File: config.mk
export PLATFORM = sky130hd
export DESIGN_NAME = iap_port
export DESIGN_NICKNAME = d
export VERILOG_FILES = /design/src/rtl/iap_pkg.sv /design/src/rtl/iap_decode.sv /design/src/rtl/iap_mem_route.sv /design/src/rtl/iap_ext_regs.sv /design/src/rtl/iap_port.sv
export SDC_FILE = /design/constraint.sdc
export NUM_CORES = 1
export LEC_CHECK = 0
export ABC_AREA = 1
export BUFFER_PORTS_ARGS = -buffer_cell sky130_fd_sc_hd__buf_4
export CAP_MARGIN = 5
export CORE_MARGIN = 3
export CORE_UTILIZATION = 65
export DETAILED_ROUTE_END_ITERATION = 8
export PLACE_DENSITY = 0.85
export SLEW_MARGIN = 20
export SYNTH_ARGS = -nofsm -noshare
export SYNTH_HDL_FRONTEND = slang
export SYNTH_SLANG_ARGS = --single-unit
File: constraint.sdc
create_clock -name clk -period 4.39 [get_ports clk]
set_clock_uncertainty 0.05 [all_clocks]
set_input_delay 0.439 -clock clk [delete_from_list [all_inputs] [get_ports clk]]
set_output_delay 0.439 -clock clk [all_outputs]
set_load 0.01 [all_outputs]
File: src/rtl/iap_pkg.sv
package iap_pkg;

    localparam int unsigned BYTE_W = 8;
    localparam int unsigned OFS_W  = 6;

    // fixed register offsets in the base window
    localparam logic [OFS_W-1:0] OFS_CFG    = 6'd0;
    localparam logic [OFS_W-1:0] OFS_BANK   = 6'd1;
    localparam logic [OFS_W-1:0] OFS_PTR_LO = 6'd2;
    localparam logic [OFS_W-1:0] OFS_PTR_HI = 6'd3;
    localparam int unsigned DATA_FIRST = 4;
    localparam int unsigned DATA_PORTS = 4;

    // bank register field positions (the memory address depends on them)
    localparam int unsigned BANK_EXT_BIT = 2;
    localparam int unsigned BANK_HI_LSB  = 3;
    localparam int unsigned BANK_HI_W    = 2;
    localparam int unsigned BANK_DEV_BIT = 5;

    typedef enum logic [2:0] {
        ACC_NONE,
        ACC_CFG,
        ACC_BANK,
        ACC_PTR_LO,
        ACC_PTR_HI,
        ACC_DATA,
        ACC_EXT
    } acc_kind_e;

endpackage

File: src/rtl/iap_decode.sv
module iap_decode
    import iap_pkg::*;
#(
    parameter int unsigned BASE_WIN = 16,
    parameter int unsigned EXT_REGS = 24,
    localparam int unsigned IDX_W = $clog2(EXT_REGS)
) (
    input  logic [OFS_W-1:0] ofs,
    input  logic             ext_en,
    output acc_kind_e        kind,
    output logic [IDX_W-1:0] ext_idx
);

    localparam logic [OFS_W:0] BASE_END = (OFS_W+1)'(BASE_WIN);
    localparam logic [OFS_W:0] EXT_END  = (OFS_W+1)'(BASE_WIN + EXT_REGS);
    localparam logic [OFS_W:0] DATA_LO  = (OFS_W+1)'(DATA_FIRST);
    localparam logic [OFS_W:0] DATA_END = (OFS_W+1)'(DATA_FIRST + DATA_PORTS);

    logic [OFS_W:0] ofs_x;
    assign ofs_x = {1'b0, ofs};

    always_comb begin
        kind    = ACC_NONE;
        ext_idx = '0;
        if (ofs_x < BASE_END) begin
            if (ofs_x >= DATA_LO && ofs_x < DATA_END) begin
                kind = ACC_DATA;
            end else begin
                case (ofs)
                    OFS_CFG:    kind = ACC_CFG;
                    OFS_BANK:   kind = ACC_BANK;
                    OFS_PTR_LO: kind = ACC_PTR_LO;
                    OFS_PTR_HI: kind = ACC_PTR_HI;
                    default:    kind = ACC_NONE;
                endcase
            end
        end else if (ext_en && ofs_x < EXT_END) begin
            kind    = ACC_EXT;
            ext_idx = IDX_W'(ofs_x - BASE_END);
        end
    end

endmodule

File: src/rtl/iap_mem_route.sv
module iap_mem_route
    import iap_pkg::*;
(
    input  logic              go,
    input  logic              dev_sel,
    output logic              sram_req,
    output logic              flash_req,
    input  logic              sram_ack,
    input  logic              flash_ack,
    input  logic [BYTE_W-1:0] sram_rdata,
    input  logic [BYTE_W-1:0] flash_rdata,
    output logic              ack,
    output logic [BYTE_W-1:0] rdata
);

    always_comb begin
        sram_req  = go && !dev_sel;
        flash_req = go && dev_sel;
        ack       = dev_sel ? flash_ack : sram_ack;
        rdata     = dev_sel ? flash_rdata : sram_rdata;
    end

endmodule

File: src/rtl/iap_ext_regs.sv
module iap_ext_regs
    import iap_pkg::*;
#(
    parameter int unsigned EXT_REGS = 24,
    localparam int unsigned IDX_W = $clog2(EXT_REGS)
) (
    input  logic              clk,
    input  logic              rst_n,
    input  logic              wr_en,
    input  logic [IDX_W-1:0]  idx,
    input  logic [BYTE_W-1:0] wr_data,
    output logic [BYTE_W-1:0] rd_data
);

    logic [BYTE_W-1:0] regs_q [EXT_REGS];

    for (genvar g = 0; g < EXT_REGS; g++) begin : g_byte
        logic [BYTE_W-1:0] byte_d;

        always_comb begin
            byte_d = regs_q[g];
            if (wr_en && idx == IDX_W'(g)) begin
                byte_d = wr_data;
            end
        end

        always_ff @(posedge clk or negedge rst_n) begin
            if (!rst_n) begin
                regs_q[g] <= '0;
            end else begin
                regs_q[g] <= byte_d;
            end
        end
    end

    always_comb begin
        rd_data = '0;
        for (int i = 0; i < EXT_REGS; i++) begin
            if (idx == IDX_W'(i)) begin
                rd_data = regs_q[i];
            end
        end
    end

endmodule

File: src/rtl/iap_port.sv
module iap_port
    import iap_pkg::*;
#(
    parameter int unsigned HOST_AW  = 16,
    parameter int unsigned PTR_W    = 15,
    parameter int unsigned EXT_REGS = 24,
    parameter int unsigned BASE_WIN = 16,
    localparam int unsigned MEM_AW  = PTR_W + BANK_HI_W,
    localparam int unsigned IDX_W   = $clog2(EXT_REGS)
) (
    input  logic               clk,
    input  logic               rst_n,
    input  logic               host_ce,
    input  logic               host_rd,
    input  logic               host_wr,
    input  logic [HOST_AW-1:0] host_addr,
    input  logic [BYTE_W-1:0]  host_wdata,
    output logic [BYTE_W-1:0]  host_rdata,
    output logic               host_ready,
    output logic [MEM_AW-1:0]  mem_addr,
    output logic               mem_we,
    output logic [BYTE_W-1:0]  mem_wdata,
    output logic               sram_req,
    input  logic               sram_ack,
    input  logic [BYTE_W-1:0]  sram_rdata,
    output logic               flash_req,
    input  logic               flash_ack,
    input  logic [BYTE_W-1:0]  flash_rdata
);

    typedef struct packed {
        logic [BYTE_W-1:0] cfg;
        logic [BYTE_W-1:0] bank;
        logic [PTR_W-1:0]  ptr;
    } port_state_t;

    port_state_t st_d, st_q;

    logic [OFS_W-1:0]  ofs;
    logic              addr_unused;
    logic              access;
    acc_kind_e         kind;
    logic [IDX_W-1:0]  ext_idx;
    logic              data_go;
    logic              mem_ack;
    logic [BYTE_W-1:0] mem_rdata;
    logic [BYTE_W-1:0] ext_rdata;
    logic              ext_wr;
    logic [PTR_W-1:0]  ptr_cur;
    logic [BYTE_W-1:0] bank_cur;

    assign ofs         = host_addr[OFS_W-1:0];
    assign addr_unused = ^host_addr[HOST_AW-1:OFS_W];
    assign access      = host_ce && (host_rd || host_wr);
    assign ptr_cur     = st_q.ptr;
    assign bank_cur    = st_q.bank;

    iap_decode #(
        .BASE_WIN (BASE_WIN),
        .EXT_REGS (EXT_REGS)
    ) i_decode (
        .ofs     (ofs),
        .ext_en  (st_q.bank[BANK_EXT_BIT]),
        .kind    (kind),
        .ext_idx (ext_idx)
    );

    assign data_go = access && (kind == ACC_DATA);

    iap_mem_route i_route (
        .go          (data_go),
        .dev_sel     (st_q.bank[BANK_DEV_BIT]),
        .sram_req    (sram_req),
        .flash_req   (flash_req),
        .sram_ack    (sram_ack),
        .flash_ack   (flash_ack),
        .sram_rdata  (sram_rdata),
        .flash_rdata (flash_rdata),
        .ack         (mem_ack),
        .rdata       (mem_rdata)
    );

    assign ext_wr = access && host_wr && (kind == ACC_EXT);

    iap_ext_regs #(
        .EXT_REGS (EXT_REGS)
    ) i_ext (
        .clk     (clk),
        .rst_n   (rst_n),
        .wr_en   (ext_wr),
        .idx     (ext_idx),
        .wr_data (host_wdata),
        .rd_data (ext_rdata)
    );

    // memory side
    assign mem_addr  = {st_q.bank[BANK_HI_LSB +: BANK_HI_W], st_q.ptr};
    assign mem_we    = host_wr;
    assign mem_wdata = host_wdata;

    // host side
    always_comb begin
        host_ready = 1'b0;
        if (access) begin
            host_ready = (kind == ACC_DATA) ? mem_ack : 1'b1;
        end
    end

    always_comb begin
        case (kind)
            ACC_CFG:    host_rdata = st_q.cfg;
            ACC_BANK:   host_rdata = st_q.bank;
            ACC_PTR_LO: host_rdata = st_q.ptr[BYTE_W-1:0];
            ACC_PTR_HI: host_rdata = BYTE_W'(st_q.ptr[PTR_W-1:BYTE_W]);
            ACC_DATA:   host_rdata = mem_rdata;
            ACC_EXT:    host_rdata = ext_rdata;
            default:    host_rdata = '0;
        endcase
    end

    // next state
    always_comb begin
        st_d = st_q;
        if (access && host_wr) begin
            case (kind)
                ACC_CFG:    st_d.cfg = host_wdata;
                ACC_BANK:   st_d.bank = host_wdata;
                ACC_PTR_LO: st_d.ptr[BYTE_W-1:0] = host_wdata;
                ACC_PTR_HI: st_d.ptr[PTR_W-1:BYTE_W] = host_wdata[PTR_W-BYTE_W-1:0];
                default:    st_d = st_q;
            endcase
        end
        if (data_go && mem_ack) begin
            st_d.ptr = st_q.ptr + 1'b1;
        end
    end

    always_ff @(posedge clk or negedge rst_n) begin
        if (!rst_n) begin
            st_q <= '0;
        end else begin
            st_q <= st_d;
        end
    end

endmodule

# After elaboration in Yosys (flattened, before gate mapping)
# Cells that the tools add are included.
dict set report word_totals {
  register_bits 223
  input_bits 47
  elab_cells 149
}
dict set report op_classes {
  add_sub_neg 2
  order_cmp 4
  eq_ne 32
  muxes 39
  n_reduce_logical 44
}
# op n
set ops {}
lappend ops {{2-to-1 mux 8 bit} 26}
lappend ops {{case mux 8 bit (6 select lines)} 1}
lappend ops {{== test 5 x 4 -> 1 bit, second input constant} 8}
lappend ops {{== test 5 bit, second input constant} 8}
lappend ops {{logical AND 1 bit} 33}
lappend ops {{2-to-1 mux 15 bit} 2}
lappend ops {{== test 5 x 3 -> 1 bit, second input constant} 4}
lappend ops {{adder 15 x 1 -> 15 bit, second input constant} 1}
lappend ops {{== test 6 x 2 -> 1 bit, second input constant} 2}
lappend ops {{case mux 3 bit (4 select lines)} 1}
lappend ops {{== test 5 x 2 -> 1 bit, second input constant} 2}
lappend ops {{2-to-1 mux 5 bit} 2}
lappend ops {{== test 3 bit, second input constant} 3}
lappend ops {{2-to-1 mux 3 bit} 3}
lappend ops {{AND reduction 2 bit} 4}
lappend ops {{2-to-1 mux 7 bit} 1}
lappend ops {{== test 3 x 2 -> 1 bit, second input constant} 2}
lappend ops {{== test 6 x 1 -> 1 bit, second input constant} 1}
lappend ops {{greater-or-equal comparator 6 x 3 -> 1 bit, second input constant} 1}
lappend ops {{zero test 6 bit} 1}
lappend ops {{less-than comparator 6 x 4 -> 1 bit, second input constant} 1}
lappend ops {{less-than comparator 6 x 5 -> 1 bit, second input constant} 1}
lappend ops {{less-than comparator 6 bit, second input constant} 1}
lappend ops {{nonzero test 2 bit} 3}
lappend ops {{7 further kinds} 9}

# Depth between registers and ports, before layout
dict set report logic_depth {
  depth_word 30
  depth_mapped 22
}

# Modules after synthesis
# A second synthesis with hierarchy kept.
dict set report hier_totals {
  hier_cells 1473
  area_unflattened_um2 11433.5
}
# mod n_inst cells_each area_each_um2
set by_module_without_submodules {}
lappend by_module_without_submodules {iap_ext_regs 1 1076 8722.1}
lappend by_module_without_submodules {iap_port 1 335 2417.3}
lappend by_module_without_submodules {iap_decode 1 29 162.7}
lappend by_module_without_submodules {iap_mem_route 1 33 131.4}

# Least setup slack after synthesis
# Ideal clock, no wire load.
dict set report synth_path {
  path_type {in2out}
  from {input host_addr[4]}
  to {output host_rdata[3]}
  arrival_ns 2.074
  required_time_ns 3.901
  setup_slack_ns 1.827
  cell_stages 17
  path_buffers 0
  cell_sequence {o21ai_1 nand2_4 inv_4 nand2_1 nor2_1 inv_2 nor2_4 inv_2 or2_0 nand2_1 nand4_1 nor2_1 nand4_1 nor2_1 nand3_1 nand2_1 nand2_1}
}
dict set report synth_via {
  elab_chain_cells 30
  word_cells_on_any_way 72
  classes_between {1 x add/sub; 4 x order compare; 32 x eq/ne; 31 x mux; 4 x reduce/logical}
}
# item line
set synth_rtl {}
lappend synth_rtl {{start, declared} iap_port.sv:16} ;# input logic [HOST_AW-1:0] host_addr,
lappend synth_rtl {{less-than comparator 6 bit} iap_decode.sv:37} ;# end else if (ext_en && ofs_x < EXT_END) begin
lappend synth_rtl {{logical AND 1 bit} iap_decode.sv:37}
lappend synth_rtl {{2-to-1 mux 5 bit} iap_decode.sv:37}
lappend synth_rtl {{2-to-1 mux 5 bit} iap_decode.sv:25} ;# if (ofs_x < BASE_END) begin
lappend synth_rtl {{zero test 5 bit} iap_ext_regs.sv:39} ;# if (idx == IDX_W'(i)) begin
lappend synth_rtl {{2-to-1 mux 8 bit (24 in a row)} iap_ext_regs.sv:39}
lappend synth_rtl {{case mux 8 bit (6 select lines) *} iap_port.sv:110} ;# case (kind)
lappend synth_rtl {{end, declared} iap_port.sv:18} ;# output logic [BYTE_W-1:0] host_rdata,
# Every way passes the cells marked *; elsewhere a longest branch is shown, timed or not.

# Worst setup path in the final report
dict set report layout_path {
  from {register st_q (netlist bit bank_cur[2])}
  to {output host_rdata[7]}
}
dict set report layout_via {
  elab_chain_cells 29
  word_cells_on_any_way 60
  classes_between {29 x eq/ne; 29 x mux; 2 x reduce/logical}
}
# item line
set layout_rtl {}
lappend layout_rtl {{start, declared} iap_port.sv:37} ;# port_state_t st_d, st_q;
lappend layout_rtl {{start signal, assigned} iap_port.sv:142} ;# st_q <= st_d;
lappend layout_rtl {{logical AND 1 bit *} iap_decode.sv:37}
lappend layout_rtl {{2-to-1 mux 5 bit} iap_decode.sv:37}
lappend layout_rtl {{2-to-1 mux 5 bit} iap_decode.sv:25}
lappend layout_rtl {{zero test 5 bit} iap_ext_regs.sv:39}
lappend layout_rtl {{2-to-1 mux 8 bit (24 in a row)} iap_ext_regs.sv:39}
lappend layout_rtl {{case mux 8 bit (6 select lines) *} iap_port.sv:110}
# Marked as above.

==> reports/qor.yml <==
cts_tree: "yes"
outcome: "finished, final reports clean"
cts_setup_buffers: 0
fin_crit_sh: 0.9384
clk_pin_slew_ns: 0.06
crit_path_end_kind: "output port"
tightest_slew_ns: 1.107
dieArea_um2: 18300
post-place-ws_ns: 0.6415
yosysMostFrequentCell: "nand2_1"
nets: 1455
synth.largest_area_cell: "dfrtp_1"
cp_max_fo: 15
crit_required_ns: 3.90
die_h_um: 135.3
p_leak_nw: 5.600
antennaDiodeCount: 0
drive_gt1_frac: 0.1174
synthTopCellsByArea: "dfrtp_1, nand2_1, o21ai_0"
finalWirelength_um: 28440
synth_edf_count: 0
dp_hpwl_um: 18400
setup_viol_count_final: 0
netlist_area_um2: 10860
finalCriticalPeriod_ns: 4.119
clk_path_buf_depth: 3
maxSlewViolCount: 0
ios: 84
drt_iter0_markers: 1038
ys_async_sr_fraction: 1.000
grtUsageTotal: 0.3180
die_w_um: 135.3
cp.arrival_ns: 3.63
synth_top_area_share: 0.5138
yosys-top-cells-count: "nand2_1, dfrtp_1, o21ai_0"
cts_num_sinks: 223
overflow: 0
cap_viol_max_count: 0
yosysSeqAreaShare: 0.5138
finalHoldViolCount: 0
worst_slack_ns: 0.2705
gp_congestion: 0.9309
cts.htree.levels: 1
antenna_found_initial: 0
yosysWarningCount: 0
peakVddDrop_uv: 360.1
timing.setup.tns_ns: 0
grt_pass1_vias: 9089
nFillCells: 1181
vias_per_cell: 5.878
ys_seq_elements: 223
root_buffer: "clkbuf_16"
total_power_mw: 4.625
rows: 46
relSlewSlack: 0.2614
p_per_area_nw_per_um2: 378.7
drc: 0
cts_made_buffers: 24
start_kind: "flip-flop"
rsz0062_at_grt: "false"
grt_max_degree: 145
wl_per_cell_um: 17.36
max_freq_mhz: 242.7
critPathKind: "reg2out"
antenna_left: 0
syn_inst: 1375
grt_pass1_wl_um: 46580
hold_ws_ns: 0.1226
avgSynthCellArea_um2: 7.898
coreArea_um2: 16120
syn-num-nets: 1423
port_buffers: 73
hold_path_class: "in2reg"
vias: 9628
start_util: 0.6739
drt_pass1_iterations: 5
synth_cell_type_count: 42
synth-main-ff-cell: "dfrtp_1"
area_growth_pct: 12.44
clk_latency_ns: 0.51
[cell type report]
class / instances / area (um2) / share of cell area
clock buffers: 34 / 709.4 / 0.05809
clock inverters: 7 / 112.6 / 0.009221
flip-flops and latches: 223 / 5580 / 0.4570
inverters: 116 / 437.9 / 0.03586
multi-input cells: 960 / 4456 / 0.3649
repair buffers: 82 / 645.6 / 0.05287
well taps: 216 / 270.3 / 0.02213
[kinds of logic (layout without fill, tap and decap cells)]
kind of cell	Yosys count	count (layout)	share of synthesized area
simple gates	678	678	0.2690
compound gates	275	275	0.1350
fa+ha+maj	1	1	0.001152
flops	223	223	0.5138
xor+xnor	6	6	0.004839
buf+inv	192	239	0.07615
[flip-flops by register name (all words and copies together), names as in the netlist]
| signal | flops |
|---|---|
| bank_cur | 8 |
| ptr_cur | 15 |
| st_q | 8 |
| i_ext.regs_q | 192 |
[power breakdown]
part	switching (mW)	internal [mW]
Combinational	0.240	0.133
Clock	0.812	1.29
Sequential	0.0444	2.10
[cell usage in the layout (no fill, tap or decap), types with 2 or more instances in the layout]
master	Yosys	final
a2111oi_0	2	2
a21oi_1	26	26
a22o_1	4	4
a22oi_1	3	3
buf_4	26	79
bufinv_16	0	3
clkbuf_1	45	4
clkbuf_16	0	25
clkbuf_8	0	5
clkinv_1	2	2
clkinv_2	0	3
dfrtp_1	223	223
inv_1	104	104
inv_2	9	9
nand2_1	476	476
nand2_2	2	2
nand2_4	2	2
nand3_1	35	35
nand3b_1	2	2
nand4_1	39	39
nor2_1	64	63
nor2_2	10	11
nor2_4	11	11
nor3_1	10	10
nor3_2	2	2
o211ai_1	4	4
o21ai_0	218	218
o221ai_1	9	9
o22ai_1	4	4
or2_0	8	8
or2_1	3	3
or2_2	10	10
xor2_1	5	5
[path summary, 6_finish.rpt]
path / start / end / slack (ns) / cells past startpoint
worst max-delay path: bank_cur[2] / host_rdata[7] / 0.27 / 22
worst min-delay path: host_wdata[0] / ptr_cur[8] / 0.12 / 3
worst max register to register: bank_cur[2] / i_ext.regs_q[4] / 1.55 / 10
worst min register to register: i_ext.regs_q[166] / i_ext.regs_q[166] / 0.43 / 2
max in group asynchronous: rst_n / ptr_cur[1] / 2.72 / 4
min in group asynchronous: rst_n / i_ext.regs_q[188] / 0.38 / 2
[layer usage]
metal | track usage | up-vias | share of wire
met5 | 0 | - | 0
met4 | 0.1064 | 0 | 0.034
met3 | 0.04978 | 75 | 0.077
li1 | - | 4515 | -
met2 | 0.4992 | 427 | 0.46
met1 | 0.4595 | 4611 | 0.43
[worst max-delay path: stages, from the launching register on]
cell and delay (ns):
dfrtp_1 0.35, inv_1 0.10, nor2_2 0.16, nand2_4 0.17
nor2_4 0.16, nand2_4 0.11, nor2_4 0.15, nand3_1 0.08
nand2_1 0.09, nand4_1 0.15, nor2_1 0.15, nand4_1 0.12
nor2_1 0.24, nand3_1 0.13, nand2_1 0.11, nand3_1 0.08
nand2_1 0.07, nand4_1 0.08, nor2_1 0.16, nand3_1 0.10
nand2_1 0.09, nand2_1 0.10, buf_4 0.18
[metrics by stage]
stage	util	instance area, um2	instances
detailed placement	0.7044	11350	1595
finish	0.7578	12210	1638
global placement	0.7044	11350	1595
global route	0.7578	12210	1638
floorplan	-	10860	1375
CTS	0.7554	12170	1636
[repair_timing]
item	4_1_cts	5_1_grt
endpoints found under the hold margin	0	51
gates resized for setup	0	0
hold buffers	0	1
No activity file was read; power rests on OpenSTA's default activity.
